==> src/rtl/gpio_bank_pkg.sv <==
package gpio_bank_pkg;

    localparam int unsigned BIT_OUT = 0;
    localparam int unsigned BIT_IN  = 1;
    localparam int unsigned BIT_OE  = 2;

    typedef enum logic [1:0] {
        REG_LEVEL,
        REG_CTRL,
        REG_NONE
    } region_e;

    // Bus write rule for a control byte: the written input bit is dropped;
    // with enable set the input bit follows the written output bit.
    function automatic logic [7:0] merge_write(logic [7:0] old_b, logic [7:0] wd);
        logic [7:0] nb;
        nb = wd;
        nb[BIT_IN] = wd[BIT_OE] ? wd[BIT_OUT] : old_b[BIT_IN];
        return nb;
    endfunction

endpackage

==> src/rtl/gpio_addr_dec.sv <==
module gpio_addr_dec
    import gpio_bank_pkg::*;
#(
    parameter int unsigned NUM_LVL  = 8,
    parameter int unsigned NUM_PINS = 36,
    parameter int unsigned AW       = 6,
    parameter int unsigned IW       = 6
) (
    input  logic [AW-1:0] addr_i,
    output region_e       region_o,
    output logic [IW-1:0] index_o
);

    localparam int unsigned CTRL_END = NUM_LVL + NUM_PINS;

    always_comb begin
        region_o = REG_NONE;
        index_o  = '0;
        if (addr_i < AW'(NUM_LVL)) begin
            region_o = REG_LEVEL;
            index_o  = IW'(addr_i);
        end else if (addr_i < AW'(CTRL_END)) begin
            region_o = REG_CTRL;
            index_o  = IW'(addr_i - AW'(NUM_LVL));
        end
    end

endmodule

==> src/rtl/gpio_rd_mux.sv <==
module gpio_rd_mux
    import gpio_bank_pkg::*;
#(
    parameter int unsigned NUM_LVL  = 8,
    parameter int unsigned NUM_PINS = 36,
    parameter int unsigned IW       = 6
) (
    input  region_e                   region_i,
    input  logic [IW-1:0]             index_i,
    input  logic [NUM_LVL*8-1:0]      lvl_i,
    input  logic [NUM_PINS*8-1:0]     ctrl_i,
    output logic [7:0]                rdata_o
);

    logic [7:0] lvl_sel;
    logic [7:0] ctrl_sel;

    always_comb begin
        lvl_sel  = '0;
        ctrl_sel = '0;
        for (int k = 0; k < NUM_LVL; k++) begin
            if (index_i == IW'(k)) lvl_sel = lvl_i[k*8 +: 8];
        end
        for (int k = 0; k < NUM_PINS; k++) begin
            if (index_i == IW'(k)) ctrl_sel = ctrl_i[k*8 +: 8];
        end
    end

    always_comb begin
        unique case (region_i)
            REG_LEVEL: rdata_o = lvl_sel;
            REG_CTRL:  rdata_o = ctrl_sel;
            default:   rdata_o = '0;
        endcase
    end

endmodule

==> src/rtl/gpio_ctl_bank.sv <==
module gpio_ctl_bank
    import gpio_bank_pkg::*;
#(
    parameter int unsigned NUM_LVL   = 8,
    parameter int unsigned NUM_PINS  = 36,
    parameter int unsigned WIN_BYTES = 48,
    parameter int unsigned NUM_IRQ   = 10,
    parameter int unsigned LOW_PIN   = 1,
    parameter int unsigned HIGH_PIN  = 9,
    localparam int unsigned AW = $clog2(WIN_BYTES),
    localparam int unsigned IW = $clog2(NUM_PINS)
) (
    input  logic                 clk_i,
    input  logic                 rst_ni,
    input  logic [AW-1:0]        bus_addr_i,
    input  logic                 bus_wr_i,
    input  logic [7:0]           bus_wdata_i,
    output logic [7:0]           bus_rdata_o,
    input  logic [NUM_LVL*8-1:0] lvl_i,
    input  logic                 pin_ev_i,
    input  logic [IW-1:0]        pin_idx_i,
    input  logic                 pin_val_i,
    input  logic                 nmi_i,
    output logic [NUM_PINS-1:0]  pin_oe_o,
    output logic [NUM_PINS-1:0]  pin_out_o,
    output logic [NUM_IRQ-1:0]   irq_o,
    output logic                 err_o
);

    typedef struct packed {
        logic [NUM_PINS-1:0][7:0] ctrl;
        logic [NUM_IRQ-1:0]       irq;
        logic                     err;
        logic                     nmi_tail;
    } state_t;

    state_t st_d, st_q;

    region_e       region;
    logic [IW-1:0] index;

    // Sampled-input update; the interrupt of a wired pin moves only on a change.
    function automatic state_t set_input(state_t s, int unsigned k, logic v);
        logic [7:0] nb;
        nb = s.ctrl[k];
        nb[BIT_IN] = v;
        if (nb != s.ctrl[k]) begin
            s.ctrl[k] = nb;
            if (k == LOW_PIN)  s.irq[LOW_PIN]  = !v;
            if (k == HIGH_PIN) s.irq[HIGH_PIN] = v;
        end
        return s;
    endfunction

    function automatic state_t reset_state();
        state_t s;
        s = '0;
        s = set_input(s, LOW_PIN, 1'b1);
        return s;
    endfunction

    gpio_addr_dec #(
        .NUM_LVL (NUM_LVL),
        .NUM_PINS(NUM_PINS),
        .AW      (AW),
        .IW      (IW)
    ) u_dec (
        .addr_i  (bus_addr_i),
        .region_o(region),
        .index_o (index)
    );

    gpio_rd_mux #(
        .NUM_LVL (NUM_LVL),
        .NUM_PINS(NUM_PINS),
        .IW      (IW)
    ) u_rd (
        .region_i(region),
        .index_i (index),
        .lvl_i   (lvl_i),
        .ctrl_i  (st_q.ctrl),
        .rdata_o (bus_rdata_o)
    );

    // Order within one cycle: bus write, input event, NMI tail, NMI head.
    always_comb begin
        st_d = st_q;
        if (bus_wr_i && region == REG_CTRL) begin
            for (int k = 0; k < NUM_PINS; k++) begin
                if (index == IW'(k)) st_d.ctrl[k] = merge_write(st_q.ctrl[k], bus_wdata_i);
            end
        end
        if (pin_ev_i) begin
            for (int k = 0; k < NUM_PINS; k++) begin
                if (pin_idx_i == IW'(k)) begin
                    if (st_d.ctrl[k][BIT_OE]) st_d.err = 1'b1;
                    st_d = set_input(st_d, k, pin_val_i);
                end
            end
        end
        if (st_q.nmi_tail) st_d = set_input(st_d, HIGH_PIN, 1'b0);
        if (nmi_i)         st_d = set_input(st_d, HIGH_PIN, 1'b1);
        st_d.nmi_tail = nmi_i;
    end

    always_ff @(posedge clk_i) begin
        if (!rst_ni) st_q <= reset_state();
        else         st_q <= st_d;
    end

    for (genvar p = 0; p < NUM_PINS; p++) begin : g_pad
        assign pin_oe_o[p]  = st_q.ctrl[p][BIT_OE];
        assign pin_out_o[p] = st_q.ctrl[p][BIT_OUT];
    end

    assign irq_o = st_q.irq;
    assign err_o = st_q.err;

    logic [NUM_PINS*8-1:0] ctrl_flat;
    logic                  nmi_tail;
    assign ctrl_flat = st_q.ctrl;
    assign nmi_tail  = st_q.nmi_tail;

endmodule

==> config.mk <==
export PLATFORM = sky130hd
export DESIGN_NAME = gpio_ctl_bank
export DESIGN_NICKNAME = d
export VERILOG_FILES = /design/src/rtl/gpio_bank_pkg.sv /design/src/rtl/gpio_addr_dec.sv /design/src/rtl/gpio_rd_mux.sv /design/src/rtl/gpio_ctl_bank.sv
export SDC_FILE = /design/constraint.sdc
export NUM_CORES = 1
export LEC_CHECK = 0
export ABC_AREA = 1
export BUFFER_PORTS_ARGS = -buffer_cell sky130_fd_sc_hd__buf_2
export CAP_MARGIN = 10
export CORE_MARGIN = 3
export CORE_UTILIZATION = 40
export DETAILED_ROUTE_END_ITERATION = 8
export PLACE_DENSITY = 0.64
export REMOVE_ABC_BUFFERS = 1
export SYNTH_ARGS = -nofsm -noshare
export SYNTH_HDL_FRONTEND = slang
export SYNTH_HIERARCHICAL = 1
export SYNTH_SLANG_ARGS = --single-unit
==> constraint.sdc <==
create_clock -name clk_i -period 13.1 [get_ports clk_i]
set_clock_uncertainty 0.2 [all_clocks]
set_input_delay 2.62 -clock clk_i [delete_from_list [all_inputs] [get_ports clk_i]]
set_output_delay 2.62 -clock clk_i [all_outputs]
set_load 0.03 [all_outputs]
# [Word-level counts from Yosys, hierarchy flattened]
# Index checks and enable logic that the tools add are counted.
# W data, S select, Z words.
[classes] addsub=1 mux=272 reduce_logical=5 n_lt_le_gt_ge=2 eq_ne=107
[op_table] op="$mux W300" n=36
[op_table] op="$mux W8" n=80
[op_table] op="$mux W294" n=1
[op_table] op="$mux W288" n=1
[op_table] op="$mux W286" n=1
[op_table] op="$mux W278" n=1
[op_table] op="$mux W270" n=1
[op_table] op="$mux W262" n=1
[op_table] op="$mux W86" n=3
[op_table] op="$mux W254" n=1
[op_table] op="$mux W246" n=1
[op_table] op="$mux W238" n=1
[op_table] op="$mux W230" n=1
[op_table] op="$mux W222" n=1
[op_table] op="$mux W214" n=1
[op_table] op="$mux W206" n=1
[op_table] op="$mux W198" n=1
[op_table] op="$eq A6 B5 Y1 const B" n=32
[op_table] op="$mux W190" n=1
[op_table] op="$mux W182" n=1
[op_table] op="$mux W174" n=1
[op_table] op="$mux W166" n=1
[op_table] op="$mux W158" n=1
[op_table] op="$mux W150" n=1
[op_table] op="other kinds (34)" n=216
[word_totals] inputBits=90 wordCells=426 reg_bits=300 out_inout_bits=91

# [Longest topological paths before layout]
# Gate-level depths: netlist (run 1).
[logic_depth] depth_word=154 ltp_mapped=35 ltp_nobuf=35

# [By module]
# Netlist (run 1), hierarchy kept.
[modules_own_cells] mod="gpio_ctl_bank" seq_area_each_um2=5845.6 area_per_inst_um2=11857.6 instances=1 cells_per_inst=1557
[modules_own_cells] mod="gpio_rd_mux" seq_area_each_um2=0.0 area_per_inst_um2=3357.0 instances=1 cells_per_inst=752
[modules_own_cells] mod="gpio_addr_dec" seq_area_each_um2=0.0 area_per_inst_um2=138.9 instances=1 cells_per_inst=25

# [Least setup slack after synthesis (run 1)]
# Ideal clock, no wire load.
[synth_path] path_kind="in2out" start="input port bus_addr_i[2]" end="output port bus_rdata_o[5]" arrival_ns=5.414 slack_ns=4.866 path_stages=30 n_path_buf=1 required_ns=10.280 cell_sequence="nand2_1 > inv_1 > nand2_2 > nand2_4 > nor2_1 > nand2_1 > nor2_1 > nand2_1 > inv_1 > clkbuf_1 > nand2_1 > nand3_1 > nand2_1 > nand4_1 > nand2_1 > nand4_1 > nor2_1 > nand3_1 > nand2_1 > nand3_1 > nand2_1 > nand2_1 > nand2_1 > nand4_1 > nand2_1 > nand3_1 > nand2_1 > nand3_1 > nand2_1 > nand2_1"
[synth_between] elab_cells_between_ends=90 classes_between="add/sub (1); order compare (2); eq/ne (36); mux (49); reduce/logical (2)"
[synth_rtl] item="start, declared" line_no="gpio_ctl_bank.sv:15" source="input logic [AW-1:0] bus_addr_i,"
[synth_rtl] item="$lt A6 B6 Y1" line_no="gpio_addr_dec.sv:22" source="end else if (addr_i < AW'(CTRL_END)) begin"
[synth_rtl] item="$mux W2" line_no="gpio_addr_dec.sv:22"
[synth_rtl] item="$mux W2 *" line_no="gpio_addr_dec.sv:19" source="if (addr_i < AW'(NUM_LVL)) begin"
[synth_rtl] item="named net region[1]" line_no="gpio_ctl_bank.sv:39" source="region_e region;"
[synth_rtl] item="$eq A2 B1 Y1 or $logic_not A2 Y1 (tied branches)" line_no="gpio_rd_mux.sv:30" source="unique case (region_i)"
[synth_rtl] item="$pmux W8 S2 *" line_no="gpio_rd_mux.sv:30"
[synth_rtl] item="end, declared" line_no="gpio_ctl_bank.sv:18" source="output logic [7:0] bus_rdata_o,"
# The timed path passes the listed nets; every way through them passes the cells marked *.

# [Final worst setup path (run 1)]
[layout_path] start="input port bus_addr_i[5]" end="output port bus_rdata_o[4]"
# Same word-level chain as after synthesis.

==> results of run 1 <==
-- sequential cells by signal, summed over array words and instances, names as in the netlist --
signal	flops
pin_oe_o	36
irq_o	2
ctrl_flat	216
err_o	1
nmi_tail	1
pin_out_o	36
-- placed cells by master (no fill, tap or decap), types with 17 or more instances in the layout --
master	instances
a211oi_1	44
nand3_1	72
nand4_1	45
buf_4	17
nand2_1	611
buf_2	170
o21ai_0	211
dfxtp_1	292
inv_1	193
o211ai_1	41
a21oi_1	287
clkbuf_16	35
or2_2	39
nor2_1	207
-- routing by layer --
metal | track usage | wire length (µm) | up-vias
met5 | 0 | 0 | -
met4 | 0.0887 | 1820 | 0
met3 | 0.0366 | 4050 | 105
met2 | 0.423 | 25200 | 604
met1 | 0.368 | 24900 | 7317
li1 | - | - | 7656
-- Yosys cell counts (all sizes together), types with 2 or more instances --
cell type | number | share of area
nand2 | 616 | 0.15
dfxtp | 292 | 0.38
a21oi | 287 | 0.094
nor2 | 224 | 0.059
o21ai | 215 | 0.070
inv | 207 | 0.051
buf | 102 | 0.047
clkbuf | 100 | 0.024
nand3 | 74 | 0.025
nand4 | 45 | 0.018
a211oi | 44 | 0.022
or2 | 43 | 0.018
o211ai | 41 | 0.020
a22oi | 11 | 0.0054
a31oi | 8 | 0.0033
clkinv | 5 | 0.0012
nor3 | 4 | 0.0016
o221ai | 3 | 0.0017
a221oi | 2 | 0.0011
o22ai | 2 | 0.00081
-- path summary, 6_finish.rpt --
kind	slack, ns	from	end
max	2.28	bus_addr_i[5]	bus_rdata_o[4]
min	0.25	ctrl_flat[252]$_SDFFE_PN0P_	ctrl_flat[252]$_SDFFE_PN0P_
max reg2reg	11.55	pin_oe_o[11]$_SDFF_PN0_	err_o$_SDFFE_PN0P_
min reg2reg	0.25	ctrl_flat[252]$_SDFFE_PN0P_	ctrl_flat[252]$_SDFFE_PN0P_
-- cells by family after synthesis --
kind of cell    Yosys count  share of synthesized area
simple gates           1008                      0.274
compound gates          617                      0.220
buf+inv                 414                      0.123
flops                   292                      0.381
xor+xnor                  1                   0.000571
fa+ha+maj                 1                   0.000815
other cells               1                   0.000244
-- power by group --
group | switching [mW] | leakage [nW] | internal [mW]
Sequential | 0.00422 | 2.35 | 0.895
Clock | 0.381 | 0.543 | 0.558
Combinational | 0.158 | 4.63 | 0.0480
Total | 0.543 | 7.53 | 1.50
-- through the flow --
step                      cells  instance area [µm²]  hold slack [ns]
after floorplan            2139                14300            0.218
after global placement     2837                15900            0.236
after detailed placement   2837                15900            0.242
after CTS                  2898                17000            0.251
after global routing       2898                17000            0.276
final                      2898                17000            0.252
-- final cells by class --
type	instances	share of cell area
clock buffers	53	0.0602
clock inverters	8	0.00405
inverters	212	0.0468
multi-input cells	1635	0.450
flip-flops and latches	292	0.344
well taps	511	0.0376
repair buffers	187	0.0576
-- critical path: cells and delay by family --
family        cells  cell delay, ns
simple gates     32            4.42
buf+inv           5            0.90
==> results.json, run 1 <==
{
  "ys.flop_type": "dfxtp_1",
  "cp.required_ns": 10.28,
  "drv_slew": 0,
  "die_w_um": 202,
  "clock_sinks": 292,
  "post-cts-setup-buffers": 0,
  "dpl_worst_slack_ns": 2.41,
  "grt_setup_unrepaired": "no",
  "avgSynthCellArea_um2": 6.58,
  "grt_overflow": 0,
  "initial_core_util": 0.407,
  "p_total_mw": 2.04,
  "peakVddDrop_mv": 0.0739,
  "slowest_delay_ns": 0.85,
  "vias": 15700,
  "ys_ff_latch": 292,
  "root_buffer": "clkbuf_16",
  "postCtsHoldBufs": 0,
  "nNetsFinal": 2454,
  "netlist_instances": 2334,
  "multiInputGateArea_um2": 7640,
  "wl_per_cell_um": 19.3,
  "rr_worst_depth": 10,
  "crit_path_frequent_cell": "nand2_1",
  "async_flop_share": 0,
  "drive_above_1_share": 0.133,
  "place_congestion": 0.960,
  "setup_ws_ns": 2.28,
  "fin_crit_sh": 0.826,
  "drc": 0,
  "io_buffers": 171,
  "grt_pass1_wl_um": 85000,
  "worstMarginPinSlew_ns": 1.19,
  "fill_cells": 3938,
  "hold_viol": 0,
  "power.leakage_nw": 7.53,
  "cts_tree": "built",
  "yosysWarnings": 6,
  "tns_ns": 0,
  "regArea_um2": 5850,
  "cp.arrival_ns": 8.00,
  "powerDensity_nw_per_um2": 120,
  "period_needed_ns": 10.82,
  "ctsLongestPathBuffers": 3,
  "hpwl_um": 39900,
  "ioPinCount": 181,
  "cts_resized": 0,
  "synth-edff-count": 0,
  "clk_latency_ns": 0.51,
  "cap_viol_max_count": 0,
  "die-area_um2": 40800,
  "critPathMaxFanout": 12,
  "utilization": 0.450,
  "antenna_cells": 0,
  "htree_levels": 2,
  "viasPerCell": 5.41,
  "syn2layout_area_growth_pct": 10.7,
  "grt_max_degree": 91,
  "cts.clk_slew.worst_paths_ns": 0.06,
  "drtIter0Drc": 1554,
  "synthDistinctLibCells": 42,
  "path_class": "in2out",
  "track_usage": 0.264,
  "row_count": 71,
  "clock.fmax_mhz": 92.4,
  "grt_pass1_vias": 14500,
  "first_pass_iters": 6,
  "cp_slowest_cell": "nor2_1",
  "routed_wl_um": 55900,
  "worstHoldPathType": "reg2reg",
  "cts_buffers": 35,
  "min_path_cells": 2,
  "finalSetupViolations": 0,
  "relSlewSlack": 0.204,
  "syn_area_um2": 15400,
  "cp-start-kind": "input port",
  "ys_seq_area_frac": 0.381,
  "status": "completed",
  "critPathCaptureType": "primary output",
  "drtAntennaViolNets": 0,
  "die_height_um": 202,
  "core_area_um2": 37800,
  "antenna_found_initial": 1
}
Note: power is estimated with default switching activity, not from simulation.
==> inputs of run 2 (changes only) <==
Settings changed: PLACE_DENSITY 0.64 to 0.67.
Clock period 13.1 ns to 9.2 ns, I/O delays scaled along.
==> results.json, run 2 (synthesis results as in run 1) <==
{
  "finalSetupViolations": 0,
  "die-area_um2": 40800,
  "clockPowerShare": 0.454,
  "io_buffers": 171,
  "fin_crit_sh": 0.917,
  "drtAntennaViolNets": 0,
  "grt_setup_unrepaired": "no",
  "grt_pass1_vias": 14500,
  "root_buffer": "clkbuf_16",
  "regArea_um2": 5850,
  "critPathMaxFanout": 13,
  "cp-start-kind": "input port",
  "dp.cells": 2850,
  "clk_latency_ns": 0.52,
  "multiInputGateArea_um2": 7640,
  "fill_cells": 3956,
  "cp.arrival_ns": 6.39,
  "relSlewSlack": 0.233,
  "switching_share": 0.266,
  "drv_slew": 0,
  "clock.fmax_mhz": 119,
  "mostFrequentLayoutCell": "nand2_1",
  "path_class": "in2out",
  "cts_buffers": 35,
  "viasPerCell": 5.44,
  "worstHoldPathType": "reg2reg",
  "hpwl_um": 40000,
  "drtIter0Drc": 1403,
  "critPathCaptureType": "primary output",
  "p_total_mw": 2.88,
  "ctsLongestPathBuffers": 3,
  "period_needed_ns": 8.43,
  "power_switching_mw": 0.768,
  "clock_sinks": 292,
  "track_usage": 0.262,
  "htree_levels": 2,
  "core_area_um2": 37800,
  "die_height_um": 202,
  "antenna_cells": 0,
  "most-common-layout-cells": "611 x nand2_1, 292 x dfxtp_1, 287 x a21oi_1",
  "intPower_mw": 2.12,
  "place_congestion": 0.956,
  "tns_ns": 0,
  "status": "completed",
  "routed_wl_um": 55500,
  "drive_above_1_share": 0.137,
  "worstMarginPinSlew_ns": 1.15,
  "power_frac_comb": 0.102,
  "syn2layout_area_growth_pct": 11.1,
  "setup_ws_ns": 0.765,
  "dpl_worst_slack_ns": 0.841,
  "cap_viol_max_count": 0,
  "cts_tree": "built",
  "post-cts-setup-buffers": 0,
  "antenna_found_initial": 0,
  "crit_path_frequent_cell": "nand2_1",
  "slowest_delay_ns": 0.33,
  "nNetsFinal": 2467,
  "power.leakage_nw": 7.58,
  "cts.clk_slew.worst_paths_ns": 0.05,
  "postCtsHoldBufs": 0,
  "pwr-share-seq": 0.444,
  "first_pass_iters": 6,
  "wl_per_cell_um": 19.1,
  "fin_cells": 2906,
  "powerDensity_nw_per_um2": 169,
  "row_count": 71,
  "cp_slowest_cell": "nor2_1",
  "cp.required_ns": 7.16,
  "hold_viol": 0,
  "largest_register_ffs": 216,
  "grt_pass1_wl_um": 84500,
  "grt_max_degree": 102,
  "vias": 15800,
  "ioPinCount": 181,
  "peakVddDrop_mv": 0.114,
  "die_w_um": 202,
  "drc": 0,
  "utilization": 0.452,
  "initial_core_util": 0.407,
  "cts_resized": 0,
  "grt_overflow": 0
}
## run 2: final timing paths
check                                            startpoint                           to  slack (ns)  cells after the start
worst min register to register  ctrl_flat[254]$_SDFFE_PN0P_  ctrl_flat[254]$_SDFFE_PN0P_        0.25                      2
worst min-delay path            ctrl_flat[254]$_SDFFE_PN0P_  ctrl_flat[254]$_SDFFE_PN0P_        0.25                      2
worst max-delay path                          bus_addr_i[3]               bus_rdata_o[4]        0.77                     36
worst max register to register      pin_oe_o[12]$_SDFF_PN0_           err_o$_SDFFE_PN0P_        7.59                     10
## run 2: area by class of cell
| cell class | count | share of cell area |
|---|---|---|
| Tap cell | 511 | 0.0375 |
| Timing Repair Buffer | 200 | 0.0631 |
| Clock inverter | 13 | 0.00821 |
| Sequential cell | 292 | 0.343 |
| Multi-Input combinational cell | 1635 | 0.448 |
| Inverter | 212 | 0.0466 |
| Clock buffer | 43 | 0.0543 |
## run 2: metal layers
metal | wire length, µm | global-route usage | vias up
met2 | 25400 | 0.426 | 707
met3 | 4200 | 0.0348 | 109
met4 | 1840 | 0.0830 | 0
met5 | 0 | 0 | -
li1 | - | - | 7672
met1 | 24100 | 0.361 | 7310
## run 2: worst max-delay path, delay by kind of cell
kind,cells,cell delay [ns]
adders and majority gates,1,0.21
buffers and inverters,6,1.09
xor gates and xnor gates,1,0.12
and+or+nand+nor,28,3.10
## run 2: per-stage QoR
step	hold WS (ns)	area, µm²
after floorplan	0.218	14300
after global placement	0.234	16000
after detailed placement	0.236	16000
after CTS	0.250	17100
after global routing	0.268	17100
final	0.248	17100
## run 2: power by group through the flow
stage	clock [mW]	combinational [mW]	sequential, mW
final	1.31	0.294	1.28
after global placement	0	0.286	1.31
after detailed placement	0	0.287	1.31
after floorplan	0	0.148	1.31
after global routing	1.37	0.316	1.28
after CTS	1.33	0.288	1.28
